<file path="config.mk">
export PLATFORM = sky130hd
export DESIGN_NAME = scanline_irq_unit
export DESIGN_NICKNAME = d
export VERILOG_FILES = /design/src/rtl/sirq_pkg.sv /design/src/rtl/sirq_ctrl.sv /design/src/rtl/sirq_datapath.sv /design/src/rtl/scanline_irq_unit.sv
export SDC_FILE = /design/constraint.sdc
export NUM_CORES = 1
export LEC_CHECK = 0
export CAP_MARGIN = 20
export CORE_MARGIN = 2
export CORE_UTILIZATION = 50
export DETAILED_ROUTE_END_ITERATION = 10
export DONT_BUFFER_PORTS = 1
export MAX_ROUTING_LAYER = met4
export PLACE_DENSITY_LB_ADDON = 0.25
export SETUP_SLACK_MARGIN = 0.15
export SLEW_MARGIN = 25
export SYNTH_ARGS = -nofsm -noshare
export SYNTH_HDL_FRONTEND = slang
export SYNTH_SLANG_ARGS = --single-unit
</file>
<file path="constraint.sdc">
create_clock -name clk -period 3.3 [get_ports clk]
set_clock_uncertainty 0.2 [all_clocks]
set_input_delay 0.495 -clock clk [delete_from_list [all_inputs] [get_ports clk]]
set_output_delay 0.495 -clock clk [all_outputs]
set_load 0.01 [all_outputs]
</file>
<file path="src/rtl/sirq_pkg.sv">
package sirq_pkg;

  // Strobes from the control decoder to the datapath, one cycle each.
  typedef struct packed {
    logic recordLine;   // latch the new line number
    logic leaveFrame;   // line outside the visible range
    logic startFrame;   // first visible line of a frame
    logic countLine;    // further visible line inside a frame
    logic loadTarget;   // write to the target register
    logic loadEnable;   // write to the control register
    logic enableValue;  // enable bit carried with loadEnable
    logic readClear;    // status read side effect
    logic statusSel;    // read address selects the status register
  } sirq_strobe_t;

endpackage

</file>
<file path="src/rtl/sirq_ctrl.sv">
module sirq_ctrl
  import sirq_pkg::*;
#(
  parameter int LINE_W        = 9,
  parameter int ADDR_W        = 16,
  parameter int DATA_W        = 8,
  parameter int VISIBLE_LINES = 239,
  parameter logic [ADDR_W-1:0] TARGET_ADDR  = 16'h5203,
  parameter logic [ADDR_W-1:0] CONTROL_ADDR = 16'h5204
) (
  input  logic                     clk,
  input  logic                     rst_n,
  input  logic                     lineValid,
  input  logic signed [LINE_W-1:0] lineNum,
  input  logic                     wrEn,
  input  logic [ADDR_W-1:0]        wrAddr,
  input  logic [DATA_W-1:0]        wrData,
  input  logic                     rdEn,
  input  logic [ADDR_W-1:0]        rdAddr,
  input  logic signed [LINE_W-1:0] prevLine,
  input  logic                     inFrame,
  output sirq_strobe_t             strobe
);

  localparam logic signed [LINE_W-1:0] LINE_LIMIT = LINE_W'(VISIBLE_LINES);

  logic lineChange;
  logic wentBack;
  logic outOfRange;
  logic stillIn;

  always_comb begin
    lineChange = lineValid && (lineNum != prevLine);
    wentBack   = lineNum < prevLine;
    outOfRange = lineNum[LINE_W-1] || (lineNum >= LINE_LIMIT);
    stillIn    = inFrame && !wentBack;
  end

  always_comb begin
    strobe             = '0;
    strobe.recordLine  = lineChange;
    strobe.leaveFrame  = lineChange && outOfRange;
    strobe.startFrame  = lineChange && !outOfRange && !stillIn;
    strobe.countLine   = lineChange && !outOfRange && stillIn;
    strobe.loadTarget  = wrEn && (wrAddr == TARGET_ADDR);
    strobe.loadEnable  = wrEn && (wrAddr == CONTROL_ADDR);
    strobe.enableValue = wrData[DATA_W-1];
    strobe.statusSel   = (rdAddr == CONTROL_ADDR);
    strobe.readClear   = rdEn && (rdAddr == CONTROL_ADDR);
  end

  // at most one line event per cycle
  p_one_line_event_r3: assert property (@(posedge clk) disable iff (!rst_n)
    $onehot0({strobe.leaveFrame, strobe.startFrame, strobe.countLine}));

  // an unchanged or unstrobed line number raises no event
  p_idle_line_r2: assert property (@(posedge clk) disable iff (!rst_n)
    (!lineValid || lineNum == prevLine) |->
      !(strobe.recordLine || strobe.startFrame || strobe.countLine || strobe.leaveFrame));

endmodule

</file>
<file path="src/rtl/sirq_datapath.sv">
module sirq_datapath
  import sirq_pkg::*;
#(
  parameter int LINE_W = 9,
  parameter int CNT_W  = 8,
  parameter int DATA_W = 8
) (
  input  logic                     clk,
  input  logic                     rst_n,
  input  sirq_strobe_t             strobe,
  input  logic signed [LINE_W-1:0] lineNum,
  input  logic [DATA_W-1:0]        wrData,
  output logic signed [LINE_W-1:0] prevLine,
  output logic                     inFrame,
  output logic [DATA_W-1:0]        rdData,
  output logic                     irqOut
);

  localparam int PEND_BIT  = DATA_W - 1;
  localparam int FRAME_BIT = DATA_W - 2;

  logic signed [LINE_W-1:0] prevLineQ;
  logic                     inFrameQ;
  logic [CNT_W-1:0]         cntQ;
  logic [CNT_W-1:0]         targetQ;
  logic                     enQ;
  logic                     pendQ;
  logic                     irqQ;

  logic [CNT_W-1:0] cntInc;
  logic             hit;
  logic             enN;
  logic             pendN;
  logic             irqN;

  always_comb begin
    cntInc = cntQ + CNT_W'(1);
    hit    = (cntInc == targetQ);
  end

  // Register side effects first, then line events, which take precedence.
  always_comb begin
    enN   = enQ;
    pendN = pendQ;
    irqN  = irqQ;
    if (strobe.loadEnable) begin
      enN = strobe.enableValue;
      if (!strobe.enableValue) irqN = 1'b0;
      else if (pendQ)          irqN = 1'b1;
    end
    if (strobe.readClear) begin
      pendN = 1'b0;
      irqN  = 1'b0;
    end
    if (strobe.startFrame) begin
      pendN = 1'b0;
      irqN  = 1'b0;
    end else if (strobe.countLine && hit) begin
      pendN = 1'b1;
      if (enN) irqN = 1'b1;
    end
  end

  always_ff @(posedge clk) begin
    if (!rst_n) begin
      prevLineQ <= -LINE_W'(1);
      inFrameQ  <= 1'b0;
      cntQ      <= '0;
      targetQ   <= '0;
      enQ       <= 1'b0;
      pendQ     <= 1'b0;
      irqQ      <= 1'b0;
    end else begin
      if (strobe.recordLine) prevLineQ <= lineNum;
      if (strobe.loadTarget) targetQ <= wrData[CNT_W-1:0];
      if (strobe.leaveFrame)      inFrameQ <= 1'b0;
      else if (strobe.startFrame) inFrameQ <= 1'b1;
      if (strobe.startFrame)     cntQ <= '0;
      else if (strobe.countLine) cntQ <= cntInc;
      enQ   <= enN;
      pendQ <= pendN;
      irqQ  <= irqN;
    end
  end

  always_comb begin
    rdData = '0;
    if (strobe.statusSel) begin
      rdData[PEND_BIT]  = pendQ;
      rdData[FRAME_BIT] = inFrameQ;
    end
  end

  assign prevLine = prevLineQ;
  assign inFrame  = inFrameQ;
  assign irqOut   = irqQ;

  // the interrupt line always equals pending masked by enable
  p_irq_follows_r8: assert property (@(posedge clk) disable iff (!rst_n)
    irqQ == (pendQ && enQ));

  // an evaluated line number is recorded
  p_line_recorded_r2: assert property (@(posedge clk) disable iff (!rst_n)
    strobe.recordLine |=> prevLineQ == $past(lineNum));

  // a frame start zeroes the count and the event
  p_frame_start_r4: assert property (@(posedge clk) disable iff (!rst_n)
    strobe.startFrame |=> (inFrameQ && cntQ == '0 && !pendQ && !irqQ));

  // out-of-range lines leave the frame without counting
  p_leave_frame_r3: assert property (@(posedge clk) disable iff (!rst_n)
    strobe.leaveFrame |=> (!inFrameQ && $stable(cntQ)));

  // an in-frame visible line steps the counter by one
  p_count_step_r6: assert property (@(posedge clk) disable iff (!rst_n)
    strobe.countLine |=> cntQ == $past(cntQ) + CNT_W'(1));

  // a status read without a competing hit leaves nothing pending
  p_read_clears_r10: assert property (@(posedge clk) disable iff (!rst_n)
    (strobe.readClear && !strobe.countLine) |=> (!pendQ && !irqQ));

endmodule

</file>
<file path="src/rtl/scanline_irq_unit.sv">
module scanline_irq_unit
  import sirq_pkg::*;
#(
  parameter int LINE_W        = 9,
  parameter int CNT_W         = 8,
  parameter int ADDR_W        = 16,
  parameter int DATA_W        = 8,
  parameter int VISIBLE_LINES = 239,
  parameter logic [ADDR_W-1:0] TARGET_ADDR  = 16'h5203,
  parameter logic [ADDR_W-1:0] CONTROL_ADDR = 16'h5204
) (
  input  logic                     clk,
  input  logic                     rst_n,
  input  logic                     lineValid,
  input  logic signed [LINE_W-1:0] lineNum,
  input  logic                     wrEn,
  input  logic [ADDR_W-1:0]        wrAddr,
  input  logic [DATA_W-1:0]        wrData,
  input  logic                     rdEn,
  input  logic [ADDR_W-1:0]        rdAddr,
  output logic [DATA_W-1:0]        rdData,
  output logic                     irqOut
);

  sirq_strobe_t             strobe;
  logic signed [LINE_W-1:0] prevLine;
  logic                     inFrame;

  sirq_ctrl #(
    .LINE_W(LINE_W), .ADDR_W(ADDR_W), .DATA_W(DATA_W),
    .VISIBLE_LINES(VISIBLE_LINES),
    .TARGET_ADDR(TARGET_ADDR), .CONTROL_ADDR(CONTROL_ADDR)
  ) u_ctrl (
    .clk(clk), .rst_n(rst_n),
    .lineValid(lineValid), .lineNum(lineNum),
    .wrEn(wrEn), .wrAddr(wrAddr), .wrData(wrData),
    .rdEn(rdEn), .rdAddr(rdAddr),
    .prevLine(prevLine), .inFrame(inFrame),
    .strobe(strobe)
  );

  sirq_datapath #(
    .LINE_W(LINE_W), .CNT_W(CNT_W), .DATA_W(DATA_W)
  ) u_datapath (
    .clk(clk), .rst_n(rst_n),
    .strobe(strobe), .lineNum(lineNum), .wrData(wrData),
    .prevLine(prevLine), .inFrame(inFrame),
    .rdData(rdData), .irqOut(irqOut)
  );

endmodule

</file>
== Word level (Yosys, flattened, before mapping) ==
Cells that the tools add are included.

* Flip-flop bits (word level): 29
* Bits of input ports: 54
* Output and inout bits: 9
* Logic and storage cells: 43

* Add/subtract/negate cells: 1
* Order comparisons: 2
* Equal/unequal tests: 5
* Multiplexer cells: 10
* Bitwise gates (word level): 1
* Reduce and logical (&&, ||, !) cells: 17

{| class="wikitable"
|+ Operators with widths
! cell !! number
|-
| equality test 16 x 15 -> 1 bit, second input constant || 3
|-
| logical AND 1 bit || 10
|-
| greater-or-equal comparator 9 bit, second input constant || 1
|-
| < comparator 9 bit || 1
|-
| two-way mux 1 bit || 9
|-
| inequality test 9 bit || 1
|-
| adder 8 x 1 -> 8 bit, second input constant || 1
|-
| equality test 8 bit || 1
|-
| OR reduction 2 bit || 2
|-
| zero test 1 bit || 3
|-
| two-way mux 2 bit || 1
|-
| nonzero test 2 bit || 1
|-
| logical OR 1 bit || 1
|-
| inverter 1 bit || 1
|}

== Depth between registers and ports, before layout ==
* Depth after elaboration: 7
* Depth in mapped cells: 10
* Mapped depth without buffers: 8

== Modules after synthesis ==
From an unflattened synthesis, not the netlist that was laid out.

* Cell total of the unflattened synthesis: 200
* Area, all modules: 1781.7 um2

{| class="wikitable"
|+ Modules (own cells, without submodules)
! module !! times used !! cells an instance !! area an instance (um2) !! seq. area each (um2)
|-
| sirq_datapath || 1 || 144 || 1347.5 || 580.6
|-
| sirq_ctrl || 1 || 56 || 434.2 || 0.0
|}

== Least setup slack after synthesis ==
No wires, ideal clock.

* Kind: input -> register
* Start point: in lineNum[6]
* End point: reg u_datapath.cntQ[4]
* Setup time: 0.072 ns
* Data arrival time: 2.241 ns
* Required time: 3.028 ns
* Slack: 0.788 ns
* Stages on the path: 7
* Path buffers: 1
* Path through: ha_1 > and3_4 > a41oi_2 > or3b_1 > clkbuf_1 > or4_1 > a21oi_1

* Cells in the longest elaborated chain, start to end: 6
* Elaborated cells on any way between the ends: 13
* Classes of those cells: order compare (2); eq/ne (1); reduce/logical (10)

{| class="wikitable"
|+ Ends and longest elaborated chain
! what !! line !! text
|-
| start: declaration || scanline_irq_unit.sv:15 || <nowiki>input logic signed [LINE_W-1:0] lineNum,</nowiki>
|-
| greater-or-equal comparator 9 bit / < comparator 9 bit (equally long branches) || sirq_ctrl.sv:35, sirq_ctrl.sv:34 ||
|-
| logical OR 1 bit / zero test 1 bit (equally long branches) || sirq_ctrl.sv:35, sirq_ctrl.sv:36 ||
|-
| zero test 1 bit / logical AND 1 bit (equally long branches) || sirq_ctrl.sv:43, sirq_ctrl.sv:44, sirq_ctrl.sv:36 ||
|-
| logical AND 1 bit / zero test 1 bit (equally long branches) || sirq_ctrl.sv:43, sirq_ctrl.sv:44 ||
|-
| logical AND 1 bit || sirq_ctrl.sv:43 || <nowiki>strobe.startFrame = lineChange && !outOfRange && !stillIn;</nowiki>
|-
| OR reduction 2 bit (no source line) || -- ||
|-
| end signal: assignment || sirq_datapath.sv:79 || <nowiki>else if (strobe.countLine) cntQ <= cntInc;</nowiki>
|-
| end: declaration || sirq_datapath.sv:24 || <nowiki>logic [CNT_W-1:0] cntQ;</nowiki>
|}

Several ways; a longest one is shown, not always the timed one.
A chain may end at the register's enable or synchronous reset.

== Worst setup path in the final report ==
* Start point: reg u_datapath.prevLineQ[8] (netlist: u_datapath.prevLine[8])
* End point: reg u_datapath.cntQ[5]

* Cells in the longest elaborated chain, start to end: 6
* Elaborated cells on any way between the ends: 10
* Classes of those cells: order compare (1); eq/ne (1); reduce/logical (8)

{| class="wikitable"
|+ Ends and longest elaborated chain
! what !! line !! text
|-
| start: declaration || sirq_datapath.sv:22 || <nowiki>logic signed [LINE_W-1:0] prevLineQ;</nowiki>
|-
| start signal: assignment || sirq_datapath.sv:66 || <nowiki>prevLineQ <= -LINE_W'(1);</nowiki>
|-
| start signal: assignment || sirq_datapath.sv:74 || <nowiki>if (strobe.recordLine) prevLineQ <= lineNum;</nowiki>
|-
| < comparator 9 bit || sirq_ctrl.sv:34 || <nowiki>wentBack = lineNum < prevLine;</nowiki>
|-
| zero test 1 bit || sirq_ctrl.sv:36 || <nowiki>stillIn = inFrame && !wentBack;</nowiki>
|-
| logical AND 1 bit || sirq_ctrl.sv:36 ||
|-
| zero test 1 bit || sirq_ctrl.sv:43 ||
|-
| logical AND 1 bit || sirq_ctrl.sv:43 ||
|-
| OR reduction 2 bit (no source line) || -- ||
|}

Several ways; a longest one is shown, not always the timed one.

==> summary.md <==
| Metric | Value |
|---|---|
| GR peak layer | met2 |
| Final hold violation count | 0 |
| CP Capture Type | register |
| Leakage | 0.7543 nW |
| Post-synth EDFFs | 0 |
| First-pass GRT wire length | 6154 um |
| Mean post-synth cell area | 8.372 sq um |
| Synth cell types | 53 |
| Share of cells above drive strength 1 | 0.08219 |
| Routing usage on met1 | 0.2398 |
| WHS Path Cells | 1 |
| Minimum clock period | 2638 ps |
| Total Negative Setup Slacks | 0 ps |
| Longest Clk Path Bufs | 2 |
| Vias/cell | 5.757 |
| Met3 usage | 0.05382 |
| Routability cong. | 0.8741 |
| Crit-path cells | inv_1 > ha_1 > and4_4 > a41oi_2 > or3b_1 > or3_1 > a21o_1 > a21oi_1 |
| Final net count | 284 |
| Sw Ratio | 0.2442 |
| Data required, critical path | 3310 ps |
| Hpwl dp | around 2900 um |
| Power Internal | 0.5272 mW |
| RSZ-0062 raised after global routing | no |
| Slowest CP cell | or3b_1 |
| CTS Hold Bufs | 0 |
| DR iter-0 viols | 50 |
| Remaining DRCs | 0 |
| Fmax | 379.1 MHz |
| R2R depth | 8 |
| Type of origin of the critical path | register |
| Yosys warns | 0 |
| Die W | approximately 65 um |
| Port Buffer Count | 0 |
| Clk network pwr share | 0.381 |
| P_sw | 0.1704 mW |
| Die ar. | 0.004185 sq mm |
| H-Tree Depth | 2 |
| Slew Limit Headroom | 0.4709 |
| Antenna cells | 0 |
| Root Buffer Master | clkbuf_8 |
| Post-placement cell area | 0.001869 sq mm |
| Wire length per cell | 14.32 um |
| Reg-to-Reg End | u_datapath.cntQ[5] |
| Peak supply drop | slightly below 0.0003 V |
| Logic gate share of total power | 0.100 |
| Pwr dens | roughly 360 mW/mm^2 |
| Mapped cell area | 0.001842 sq mm |
| Initial Util | 0.5108 |
| CTS tree | yes |
| Final instance area | 0.001943 sq mm |
| Largest net degree at the start of global routing | 20 |
| WL final | approximately 3800 um |
| Status | finished clean |
| Most frequent cell after synthesis | dfxtp_1 |
| # clock sinks | 29 |
| Synth async-reset ratio | 0 |
| Flop pwr share | 0.519 |
| Grt ovf | 0 |
| Maxcap violations | 0 |
| Worst skew pair latency | around 280 ps |
| Layout area overhead | 5.503% |
| DRT Pass-1 Iters | 4 |
| Max Slew Vio Count | 0 |
| Vias in the first global route | between 1000 and 1500 |
| Postcts setup bufs | 0 |
| Hold WC Path Type | input port to register |
| Fin cells | 267 |
| # resized after CTS | 0 |
| Area contributors post-synth | dfxtp_1, ha_1, nand2_1 |
| FP Rows | 22 |
| Final setup fails | 0 |
| Worst reg2reg setup slack | 660 ps |
| Slew @ Worst Pin | 781.3 ps |
| Hold EP | u_datapath.prevLine[0] |
| Primary FF master, synth | dfxtp_1 |
| M2 GR Usage | 0.3073 |
| Die Ht | ~65 um |
| Reg2reg start | u_datapath.prevLine[8] |
| Boundary Pins | between 60 and 70 |
| Total Power | 0.6976 mW |
| Post-route clock period utilization | 0.7993 |
| Biggest area consumer among synthesized cells | dfxtp_1 |
| Synth top cells by count | dfxtp_1, nand2_1, nor2_1 |
| Antenna violations before repair | 0 |
| Crit path kind | register to register |
| Hold Startpoint | rst_n |
| Max stage delay on crit path | 590 ps |
| Post-synth top area share | 0.3152 |
| Clk slew on worst S/H paths | 60 ps |
| CP Data Arrival Time | 2650 ps |
| Inst Count DP | 261 |
| CTS buffer count | 5 |
| Register area share after synthesis | 0.3152 |
| Final ANT Viol Nets | 0 |
| Crit-path max FO | 16 |
| Flops & latches, synth | 29 |
| Core region area | 0.003606 sq mm |
| GRT Util Overall | 0.1981 |
| Via count | 1537 |
| Post-Syn Instances | 220 |
| Worst hold slack | 76.69 ps |
==> power groups by stage <==
stage | Sequential, mW | Combinational, mW | Clock (mW)
floorplan | 0.368 | 0.0631 | 0
global placement | 0.369 | 0.0686 | 0
detailed placement | 0.369 | 0.0696 | 0
CTS | 0.362 | 0.0702 | 0.274
global route | 0.362 | 0.0791 | 0.290
finish | 0.362 | 0.0699 | 0.266
==> final cells by class <==
| type | instances | area [sq um] |
|---|---|---|
| fillers | 377 | 1663 |
| repair buffers | 5 | 37.54 |
| clock buffers | 5 | 68.82 |
| flip-flops and latches | 29 | 580.6 |
| well taps | 48 | 60.06 |
| inverters | 11 | 41.29 |
| multi-input cells | 168 | 1150 |
| clock inverters | 1 | 5.005 |
==> placed cells by master, fill, tap and decap left out, types with 3 or more instances in the layout <==
cell type   n
a2bb2oi_1   3
nor2b_1     6
nor4b_1     4
nor4_1      3
a21oi_1    10
nand4_1     4
xnor2_1     6
nand3_1     5
o21ai_0     3
nor2_1     14
buf_4       5
clkbuf_8    5
inv_1      10
ha_1       10
mux2i_1    10
nand2_1    27
nor4bb_1    3
dfxtp_1    29
nor3b_1     4
conb_1      6
o211ai_1   10
==> through the flow <==
step           worst slack (ps)    util
2_1_floorplan             787.6       -
3_3_place_gp              581.4  0.5184
3_5_place_dp              525.0  0.5184
4_1_cts                   662.7  0.5389
5_1_grt                   528.8  0.5389
6_report                  662.3  0.5389
==> registers in the layout, indices dropped and copies added (netlist names) <==
name and cells:
u_datapath.pendQ 1, u_datapath.prevLine 9, u_datapath.enQ 1, u_datapath.irqOut 1, u_datapath.targetQ 8, u_datapath.cntQ 8, u_datapath.inFrame 1
==> layer usage <==
metal | vias up | part of all wire
met1 | 697 | 0.47
met3 | 9 | 0.064
met4 | 0 | 0.021
li1 | 778 | -
met2 | 53 | 0.45
met5 | - | 0
==> critical path: cells and delay by family (launching register included) <==
kind | cells | cell delay (ps)
DFF | 1 | 310
buffers and inverters | 1 | 50
AOI/OAI and AO/OA | 3 | 480
adders and majority gates | 1 | 320
and+or+nand+nor | 3 | 1200
==> cell families after synthesis <==
group                    Yosys count  synth area share
AND/OR/NAND/NOR                   92            0.2867
AO/OA/AOI/OAI                     42            0.1651
flip-flops                        29            0.3152
buffers and inverters             28           0.07065
adder cells (fa/ha/maj)           10           0.06793
multiplexers                      10           0.05435
XOR/XNOR                           8           0.03804
other                              1          0.002036
==> worst max-delay path by stage <==
stage                                      start            endpoint  slack [ps]  depth (start not counted)
final                     u_datapath.prevLine[8]  u_datapath.cntQ[5]         660                          8
after global routing      u_datapath.prevLine[8]  u_datapath.cntQ[1]         530                          9
after CTS                 u_datapath.prevLine[8]  u_datapath.cntQ[5]         660                          8
after detailed placement              lineNum[8]  u_datapath.cntQ[5]         520                          7
after global placement                lineNum[6]  u_datapath.cntQ[5]         580                          7
after floorplan                       lineNum[6]  u_datapath.cntQ[4]         790                          7
(Power assumes the default switching activity.)
